==> src/rtl/pcr_pkg.sv <==
package pcr_pkg;
  localparam int PCR_DW  = 64;
  localparam int PCR_IW  = 5;
  localparam int PCR_NUM = 1 << PCR_IW;

  typedef enum logic [2:0] {
    PK_RW, PK_CLR, PK_RO, PK_INV_ALL, PK_INV_PROC, PK_INV_ONE, PK_UNDEF
  } pcr_kind_e;

  localparam logic [PCR_IW-1:0] IX_CYCLE = 5'd20;

  function automatic pcr_kind_e kind_of(input logic [PCR_IW-1:0] idx);
    case (idx)
      5'd11, 5'd12:        return PK_CLR;
      5'd13, 5'd14, 5'd15: return PK_RO;
      5'd21:               return PK_INV_ALL;
      5'd22:               return PK_INV_PROC;
      5'd23:               return PK_INV_ONE;
      default:             return (idx <= 5'd20) ? PK_RW : PK_UNDEF;
    endcase
  endfunction

  function automatic logic [PCR_DW-1:0] mask_of(input logic [PCR_IW-1:0] idx);
    case (idx)
      5'd4, 5'd5:   return 64'hf;
      5'd6:         return 64'h1f;
      5'd7:         return 64'h7fff0;
      5'd8, 5'd9:   return 64'h18;
      5'd10:        return ~64'h2;
      5'd16, 5'd17: return 64'h3f;
      5'd18:        return 64'h7f0;
      5'd19:        return 64'h1ffb;
      default:      return '1;
    endcase
  endfunction
endpackage

==> src/rtl/pcr_cycle_ctr.sv <==
module pcr_cycle_ctr #(
  parameter int W = 32
) (
  input  logic         clk,
  input  logic         rst_n,
  output logic [W-1:0] cnt
);
  always_ff @(posedge clk) begin
    if (!rst_n) cnt <= '0;
    else        cnt <= cnt + 1'b1;
  end

  a_r8_count_step: assert property (@(posedge clk) disable iff (!rst_n)
    $past(rst_n) |-> cnt == $past(cnt) + 1'b1);
endmodule

==> src/rtl/pcr_wr_filter.sv <==
module pcr_wr_filter
  import pcr_pkg::*;
(
  input  logic              valid,
  input  logic              spec,
  input  logic [PCR_IW-1:0] idx,
  input  logic [PCR_DW-1:0] data,
  output logic              we,
  output logic [PCR_DW-1:0] wval,
  output logic              fault,
  output logic              s_all,
  output logic              s_proc,
  output logic              s_one
);
  pcr_kind_e k;
  logic      live;

  always_comb begin
    k      = kind_of(idx);
    live   = valid && !spec;
    we     = live && (k == PK_RW || k == PK_CLR);
    wval   = (k == PK_CLR) ? '0 : (data & mask_of(idx));
    fault  = live && (k == PK_RO || k == PK_UNDEF);
    s_all  = live && (k == PK_INV_ALL);
    s_proc = live && (k == PK_INV_PROC);
    s_one  = live && (k == PK_INV_ONE);
  end
endmodule

==> src/rtl/pcr_bank.sv <==
module pcr_bank
  import pcr_pkg::*;
(
  input  logic              clk,
  input  logic              rst_n,
  input  logic              we,
  input  logic [PCR_IW-1:0] widx,
  input  logic [PCR_DW-1:0] wval,
  output logic [PCR_DW-1:0] regs [PCR_NUM]
);
  for (genvar g = 0; g < PCR_NUM; g++) begin : g_reg
    localparam pcr_kind_e K = kind_of(PCR_IW'(g));
    if (K == PK_RW || K == PK_CLR) begin : g_store
      always_ff @(posedge clk) begin
        if (!rst_n)                           regs[g] <= '0;
        else if (we && widx == PCR_IW'(g))    regs[g] <= wval;
      end
      if (K == PK_CLR) begin : g_clr_chk
        a_r5_clear_stays: assert property (@(posedge clk) disable iff (!rst_n)
          regs[g] == '0);
      end
    end else begin : g_none
      assign regs[g] = '0;
    end
  end
endmodule

==> src/rtl/pcr_rd_port.sv <==
module pcr_rd_port
  import pcr_pkg::*;
#(
  parameter int LOW_W = 32
) (
  input  logic              clk,
  input  logic              rst_n,
  input  logic              rd_valid,
  output logic              rd_ready,
  input  logic [PCR_IW-1:0] rd_idx,
  input  logic [PCR_DW-1:0] regs [PCR_NUM],
  input  logic [LOW_W-1:0]  cnt,
  output logic              rsp_valid,
  input  logic              rsp_ready,
  output logic [PCR_DW-1:0] rsp_data,
  output logic              rsp_fault
);
  pcr_kind_e         k;
  logic              bad;
  logic [PCR_DW-1:0] val;

  assign rd_ready = !rsp_valid || rsp_ready;

  always_comb begin
    k   = kind_of(rd_idx);
    bad = (k == PK_INV_ALL) || (k == PK_INV_PROC) || (k == PK_INV_ONE) || (k == PK_UNDEF);
    val = regs[rd_idx];
    if (rd_idx == IX_CYCLE) val[LOW_W-1:0] = cnt;
    if (bad) val = '0;
  end

  always_ff @(posedge clk) begin
    if (!rst_n) begin
      rsp_valid <= 1'b0;
      rsp_data  <= '0;
      rsp_fault <= 1'b0;
    end else if (rd_ready) begin
      rsp_valid <= rd_valid;
      if (rd_valid) begin
        rsp_data  <= val;
        rsp_fault <= bad;
      end
    end
  end

  a_r11_hold: assert property (@(posedge clk) disable iff (!rst_n)
    rsp_valid && !rsp_ready |=> rsp_valid && $stable(rsp_data) && $stable(rsp_fault));
  a_r7_fault_zero: assert property (@(posedge clk) disable iff (!rst_n)
    rsp_valid && rsp_fault |-> rsp_data == '0);
endmodule

==> src/rtl/pcr_file.sv <==
module pcr_file
  import pcr_pkg::*;
#(
  parameter int LOW_W = PCR_DW / 2
) (
  input  logic              clk,
  input  logic              rst_n,
  input  logic              spec,
  input  logic              wr_valid,
  input  logic [PCR_IW-1:0] wr_idx,
  input  logic [PCR_DW-1:0] wr_data,
  output logic              wr_done,
  output logic              wr_fault,
  input  logic              rd_valid,
  output logic              rd_ready,
  input  logic [PCR_IW-1:0] rd_idx,
  output logic              rsp_valid,
  input  logic              rsp_ready,
  output logic [PCR_DW-1:0] rsp_data,
  output logic              rsp_fault,
  output logic              inv_all,
  output logic              inv_proc,
  output logic              inv_one,
  output logic [PCR_DW-1:0] inv_addr
);
  logic              we, f_c, sa_c, sp_c, so_c;
  logic [PCR_DW-1:0] wval;
  logic [PCR_DW-1:0] regs [PCR_NUM];
  logic [LOW_W-1:0]  cnt;

  pcr_wr_filter u_wf (
    .valid(wr_valid), .spec(spec), .idx(wr_idx), .data(wr_data),
    .we(we), .wval(wval), .fault(f_c),
    .s_all(sa_c), .s_proc(sp_c), .s_one(so_c)
  );

  pcr_bank u_bank (
    .clk(clk), .rst_n(rst_n), .we(we), .widx(wr_idx), .wval(wval), .regs(regs)
  );

  pcr_cycle_ctr #(.W(LOW_W)) u_ctr (.clk(clk), .rst_n(rst_n), .cnt(cnt));

  pcr_rd_port #(.LOW_W(LOW_W)) u_rd (
    .clk(clk), .rst_n(rst_n), .rd_valid(rd_valid), .rd_ready(rd_ready),
    .rd_idx(rd_idx), .regs(regs), .cnt(cnt), .rsp_valid(rsp_valid),
    .rsp_ready(rsp_ready), .rsp_data(rsp_data), .rsp_fault(rsp_fault)
  );

  always_ff @(posedge clk) begin
    if (!rst_n) begin
      wr_done  <= 1'b0;
      wr_fault <= 1'b0;
      inv_all  <= 1'b0;
      inv_proc <= 1'b0;
      inv_one  <= 1'b0;
      inv_addr <= '0;
    end else begin
      wr_done  <= wr_valid;
      wr_fault <= f_c;
      inv_all  <= sa_c;
      inv_proc <= sp_c;
      inv_one  <= so_c;
      if (so_c) inv_addr <= wr_data;
    end
  end

  a_r10_one_strobe: assert property (@(posedge clk) disable iff (!rst_n)
    $onehot0({inv_all, inv_proc, inv_one}));
  a_r9_spec_quiet: assert property (@(posedge clk) disable iff (!rst_n)
    wr_valid && spec |=> wr_done && !wr_fault && !inv_all && !inv_proc && !inv_one);
  a_r12_fault_has_done: assert property (@(posedge clk) disable iff (!rst_n)
    wr_fault |-> wr_done);
endmodule

==> config.mk <==
export PLATFORM = sky130hd
export DESIGN_NAME = pcr_file
export DESIGN_NICKNAME = d
export VERILOG_FILES = /design/src/rtl/pcr_pkg.sv /design/src/rtl/pcr_cycle_ctr.sv /design/src/rtl/pcr_wr_filter.sv /design/src/rtl/pcr_bank.sv /design/src/rtl/pcr_rd_port.sv /design/src/rtl/pcr_file.sv
export SDC_FILE = /design/constraint.sdc
export NUM_CORES = 2
export LEC_CHECK = 0
export BUFFER_PORTS_ARGS = -buffer_cell sky130_fd_sc_hd__buf_4
export CAP_MARGIN = 40
export CORE_MARGIN = 8
export CORE_UTILIZATION = 39
export CTS_BUF_LIST = sky130_fd_sc_hd__clkbuf_4
export DETAILED_ROUTE_END_ITERATION = 10
export PLACE_DENSITY = 0.61
export SYNTH_ARGS = -nofsm -noshare
export SYNTH_HDL_FRONTEND = slang
export SYNTH_SLANG_ARGS = --single-unit
==> constraint.sdc <==
create_clock -name clk -period 3.25 [get_ports clk]
set_input_delay 0.325 -clock clk [delete_from_list [all_inputs] [get_ports clk]]
set_output_delay 0.325 -clock clk [all_outputs]
set_load 0.05 [all_outputs]
; After elaboration in Yosys (flattened, before gate mapping)
; Memory sizes are Yosys's and may differ from the RTL's.
; Index checks and enable logic that the tools add are counted.
[word_totals]
regBits = 1319
latchBits = 0
mem_bits_rw = 0
romBits = 2048
input_bits = 80
out_inout_bits = 136
wordCells = 126
memories = 1
[mem_list]
columns = name, depth, width, rd, rd_ports_with_merged_regs, wr, line_no
row1 = (no name shown), 32, 64, 1, 0, 0, pcr_pkg.sv:24  ; case (idx)
[classes]
add_sub_neg = 1
multipliers = 0
n_div = 0
order_cmp = 3
eq_ne = 42
shifts = 0
muxes = 10
n_bitwise = 2
n_reduce_logical = 39
[ops]
columns = op, count
row1 = $bmux W64 S5, 1
row2 = $mux W64, 4
row3 = $eq A5 B4 Y1 const B, 13
row4 = $and A64 B64 Y64, 1
row5 = $eq A5 B5 Y1 const B, 12
row6 = $add A32 B1 Y32 const B, 1
row7 = $mux W32, 1
row8 = $pmux W3 S5, 2
row9 = $logic_and A1 B1 Y1, 24
row10 = $eq A5 B3 Y1 const B, 4
row11 = $eq A3 B3 Y1 const B, 6
row12 = $eq A5 B2 Y1 const B, 2
row13 = $le A5 B5 Y1 const B, 2
row14 = $eq A3 B2 Y1 const B, 3
row15 = $ge A6 B6 Y1 const B, 1
row16 = $logic_or A1 B1 Y1, 6
row17 = $mux W3, 2
row18 = $not A5 Y6, 1
row19 = $reduce_or A3 Y1, 2
row20 = $eq A5 B1 Y1 const B, 1
row21 = $logic_not A5 Y1, 1
row22 = $reduce_or A2 Y1, 2
row23 = $eq A3 B1 Y1 const B, 1
row24 = $logic_not A3 Y1, 1
row25 = other kinds (2), 3

; Longest topological paths before layout
[depth]
depth_word = 8
depth_mapped = 9
depth_no_buf = 6

; Modules after synthesis
; Synthesis repeated with hierarchy kept, for this count alone.
[unflattened]
hier_cells = 7230
hier_area_um2 = 71591.2
[modules_own_cells]
columns = module, n_inst, cells_each, area_each_um2, seq_area_each_um2
row1 = pcr_bank, 1, 4765, 47695.7, 23062.1
row2 = pcr_rd_port, 1, 1950, 18909.4, 1321.3
row3 = pcr_file, 1, 216, 2596.2, 1381.3
row4 = pcr_cycle_ctr, 1, 168, 1466.4, 640.6
row5 = pcr_wr_filter, 1, 131, 923.4, 0.0

; Least setup slack after synthesis
; OpenSTA, ideal clock, no wires.
[synth_timing]
kind = reg2reg
start = register u_rd.rsp_valid
end = register u_rd.rsp_data[11]
setup_ns = 0.117
arrival_ns = 2.370
path_slack_ns = 0.763
stages_incl_launch_ff = 9
n_path_buf = 3
synth_period_minus_slack_ns = 2.487
cell_sequence = dfxtp_1 -> nand2b_1 -> and3_1 -> buf_2 -> nand2b_1 -> clkbuf_1 -> clkbuf_1 -> nor3_1 -> a22o_1
[synth_between]
elab_chain_cells = 3
[synth_lines]
columns = element, line_no
row1 = from (decl), pcr_rd_port.sv:13  ; output logic rsp_valid,
row2 = from (signal assigned), pcr_rd_port.sv:38  ; rsp_valid <= rd_valid;
row3 = $logic_not A1 Y1, pcr_rd_port.sv:22  ; assign rd_ready = !rsp_valid || rsp_ready;
row4 = $logic_or A1 B1 Y1, pcr_rd_port.sv:22
row5 = via rd_ready, pcr_file.sv:15  ; output logic rd_ready,
row6 = $reduce_and A2 Y1 (no source line), -
row7 = to (signal assigned), pcr_rd_port.sv:40  ; rsp_data <= val;
row8 = to (decl), pcr_rd_port.sv:15  ; output logic [PCR_DW-1:0] rsp_data,
; The timed path passes the listed nets, and every way through them passes these cells.
; A chain may end at the register's enable or synchronous reset.

; Worst setup path after layout
[layout_timing]
start = input port wr_idx[3]
end = register inv_addr[17]
[layout_between]
elab_chain_cells = 5
elab_cells_between_ends = 15
cone_classes = 1 x order compare / 9 x eq/ne / 2 x mux / 3 x reduce/logical
[layout_lines]
columns = element, line_no
row1 = from (decl), pcr_file.sv:10  ; input logic [PCR_IW-1:0] wr_idx,
row2 = $le A5 B5 Y1 / $eq A5 B4 Y1 (equally long branches), "pcr_pkg.sv:19, pcr_pkg.sv:13"
row3 = $mux W3 (tied with other cells), pcr_pkg.sv:19  ; default: return (idx <= 5'd20) ? PK_RW : PK_UNDEF;
row4 = $pmux W3 S5 *, pcr_pkg.sv:13  ; case (idx)
row5 = $eq A3 B3 Y1 *, pcr_wr_filter.sv:26  ; s_one = live && (k == PK_INV_ONE);
row6 = $logic_and A1 B1 Y1 *, pcr_wr_filter.sv:26
row7 = to (signal assigned), pcr_file.sv:63  ; if (so_c) inv_addr <= wr_data;
row8 = to (decl), pcr_file.sv:24  ; output logic [PCR_DW-1:0] inv_addr
; Mark *: on every way between the ends. The rest lies on a longest branch, timed or not.

==> out/metrics.csv <==
stage,metric,value,unit
setup_path,worst path bufs/invs,5,
global_route,gr usage total,23.32,%
placed_design,port bufs,215,
clock_network,clock-pin slew on the worst setup and hold paths,0.07,ns
power,PwrDens,541.1,nW/um^2
setup_path,end of the critical path,inv_addr[17],
synth,"Seq/Total Area, Yosys",52.97,%
setup_path,Max stage delay on crit path,0.73,ns
flow_run,max cap viols,0,
die,Die Ht,369.1,um
die,core footprint,123800,um^2
sta,max frequency,0.3372,GHz
hold_path,Hold WC Path Type,in2reg,
setup_path,RR Endpoint,u_rd.rsp_data[63],
sta,final hold violations,0,
global_route,gr ovfl total,0,
synth,Post-synth ARST share,0,%
clock_network,CTS Buffer Depth,4,
synth,ranking of synthesized cells by area,"dfxtp_1 53%, mux4_2 10%, nand2_1 7.3%",
clock_network,cts repair resizes,0,
clock_network,H-tree depth,5,
synth,number of flops mapped to enable cells by yosys,0,
setup_path,Crit path top cell by count,dlygate4sd3_1,
synth,post-synth top area cell,dfxtp_1,
sta,min cycle time layout,2.965,ns
sta,Final Max Slew Viols,0,
finish,post-route design area,57790,um^2
synth,most frequent cell after synthesis,dfxtp_1,
setup_path,"Slowest-stage cell, CP",nor4bb_4,
detailed_routing,DR iter-0 viols,3951,
clock_network,clock latency on the worst-skew pair,1.28,ns
detailed_routing,vias after detailed routing,39400,
setup_path,CP Max Fanout,38,
global_route,vias in the first global route,39150,
setup_path,cells along the critical path,"dlygate4sd3_1, buf_4, nor4bb_4, and4_4, buf_12, nand2_1, dlygate4sd3_1, a21oi_1, dlygate4sd3_1",
global_route,largest net degree at the start of global routing,227,
detailed_routing,WL/cell,23.09,um
sta,RSZ-0062 raised after global routing,no,
synth,syn nets,4934,
synth,"flops & latches, synth",1287,
setup_path,launch point of the worst reg-to-reg path,u_bank.regs[1855],
finish,area growth from synthesis to layout,18.82,%
finish,layout cells sized above 1,20.92,%
setup_path,CP Launch Type,primary input,
sta,Final period util,91.25,%
sta,max_slew headroom,16.69,%
die,die footprint,136300,um^2
global_route,initial antenna violation count,10,
sta,clock skew,0.08701,ns
setup_path,WP data required,4.44,ns
clock_network,CTS tree,built,
die,Die Width,369.1,um
placed_design,GPL Wtd Cong,0.8104,
detailed_routing,vias per cell,5.512,
placed_design,Placed Area,51900,um^2
placed_design,post-DP HPWL,97800,um
synth,Ys Warns,0,
setup_path,reg2reg setup slack,0.72,ns
setup_path,FF-to-FF path depth,6,
detailed_routing,drt total wl,165000,um
die,# rows,129,
clock_network,Post-CTS Setup Inserts,0,
setup_path,Crit path max-delay family,buffers and inverters,
setup_path,Worst Setup SP,wr_idx[3],
die,I/O pin total,216,
status,status,"finished, final reports clean",
finish,Total Nets Final,5381,
clock_network,Num CTS Buffers,350,
synth,synth unique cells,67,
setup_path,crit end category,flip-flop,
synth,Commonest cells post-synth,"1287 x dfxtp_1, 946 x nand2_1, 499 x and3_1",
synth,Mapped Avg Cell Area,10.02,um^2
global_route,wire length of the first global-routing pass,246800,um
setup_path,critical setup path kind,in2reg,
synth,Syn Inst Count,4853,
detailed_routing,drt pass-1 iters,6,
clock_network,CTS sink count,1287,
detailed_routing,post-route antenna net violation count,0,
synth,Synth top area share,52.97,%
power,Pleak,0.02327,uW
detailed_routing,drc violations,0,
finish,post-route insts no fill,7149,
setup_path,critical path arrival,4.16,ns
placed_design,Inst Count DP,6396,
finish,Finished Core Util,46.68,%
sta,Final setup viols,0,
power,Max rail drop VDD,0.0004133,V
sta,setup TNS,0,ns
die,Initial Util,39.29,%
setup_path,CP Depth,9,
sta,worst-margin pin slew,1.250,ns
synth,top_reg_cell synth,dfxtp_1,
synth,Mapped Area,48640,um^2
clock_network,CTS Root Cell,clkbuf_4,
power,total power,31270,uW
through the flow:
stage	hold WS (ns)	setup slack [ns]
4_1_cts	0.03404	0.1304
6_report	0.1703	0.2845
2_1_floorplan	0.4241	0.7629
5_1_grt	0.06849	0.2328
3_5_place_dp	0.4381	0.5287
3_3_place_gp	0.4365	0.5502
layout by cell type (no fill, tap or decap), types with 8 or more instances in the layout:
master         instances
o22ai_1                8
nor3_1                35
dfxtp_1             1287
buf_4                319
o2bb2ai_1             25
o31ai_1                9
a22o_1                24
inv_2                  8
dlygate4sd3_1        188
and2_1               274
nand3_1               56
a21oi_1              456
nor2b_1                8
a2111oi_0              8
o32ai_1               25
clkinv_1              57
mux2_2                32
diode_2                9
xor2_1                10
clkbuf_4             480
nor2_1               120
clkinv_2               9
and3_1               497
mux2i_1              104
xnor2_1               18
o221ai_1               9
o21ai_0               15
a222oi_1              27
mux4_2               215
buf_12                30
o21ai_1               23
nand2_1              939
a221oi_1              61
cell type report:
| class | instances | area (um^2) |
|---|---|---|
| Multi-Input combinational cell | 3109 | 20970 |
| Fill cell | 11520 | 66010 |
| Clock buffer | 480 | 3603 |
| Antenna cell | 9 | 22.52 |
| Inverter | 10 | 45.04 |
| Timing Repair Buffer | 542 | 4965 |
| Clock inverter | 75 | 371.6 |
| Tap cell | 1637 | 2048 |
| Sequential cell | 1287 | 25760 |
worst register-to-register path, delay by kind of cell, from the launching register on:
family	cells	cell delay (ns)
AO/OA/AOI/OAI	2	0.24
flip-flops	1	0.30
buffers and inverters	2	1.11
multiplexers	2	0.71
routing by layer:
layer | GRT usage [%] | up-vias | part of all wire (%)
met5 | 0 | - | 0.016
met4 | 7.228 | 4 | 2.3
met3 | 6.018 | 259 | 9.1
met2 | 35.29 | 1711 | 44
met1 | 32.63 | 19440 | 45
li1 | - | 17990 | -
logic make-up (layout without fill, tap and decap cells):
family,after synthesis,count (layout),synth area share [%]
AND/OR/NAND/NOR,2000,2001,20.15
flip-flops,1287,1287,52.97
AO/OA/AOI/OAI,728,728,9.287
buffers and inverters,458,1107,4.219
multiplexers,351,351,12.84
XOR/XNOR,28,28,0.5042
adder cells (fa/ha/maj),1,1,0.02572
other,0,9,0
report_power, final:
part / switching (uW) / internal [uW]
clock network: 6570 / 6980
logic: 1240 / 592
registers: 54.0 / 15800
total: 7870 / 23400
sequential cells by signal (all words and copies together), names as in the netlist, 32 cells and up:
| name | flops |
|---|---|
| inv_addr | 64 |
| u_bank.regs | 1120 |
| u_ctr.cnt | 32 |
| u_rd.rsp_data | 64 |
worst min path at each step:
stage | from | endpoint | cells after the start
after floorplan | u_bank.regs[1653] | u_bank.regs[1653] | 1
after global placement | u_bank.regs[1680] | u_bank.regs[1680] | 1
after detailed placement | u_bank.regs[1658] | u_bank.regs[1658] | 1
after CTS | wr_data[11] | inv_addr[11] | 4
after global routing | wr_idx[4] | wr_fault | 4
final | wr_idx[4] | wr_fault | 4
timing repair:
action	4_1_cts	5_1_grt
endpoints found under the setup margin	0	9
endpoints found under the hold margin	990	0
hold buffers	189	0
Note: power is estimated with default switching activity, not from simulation.
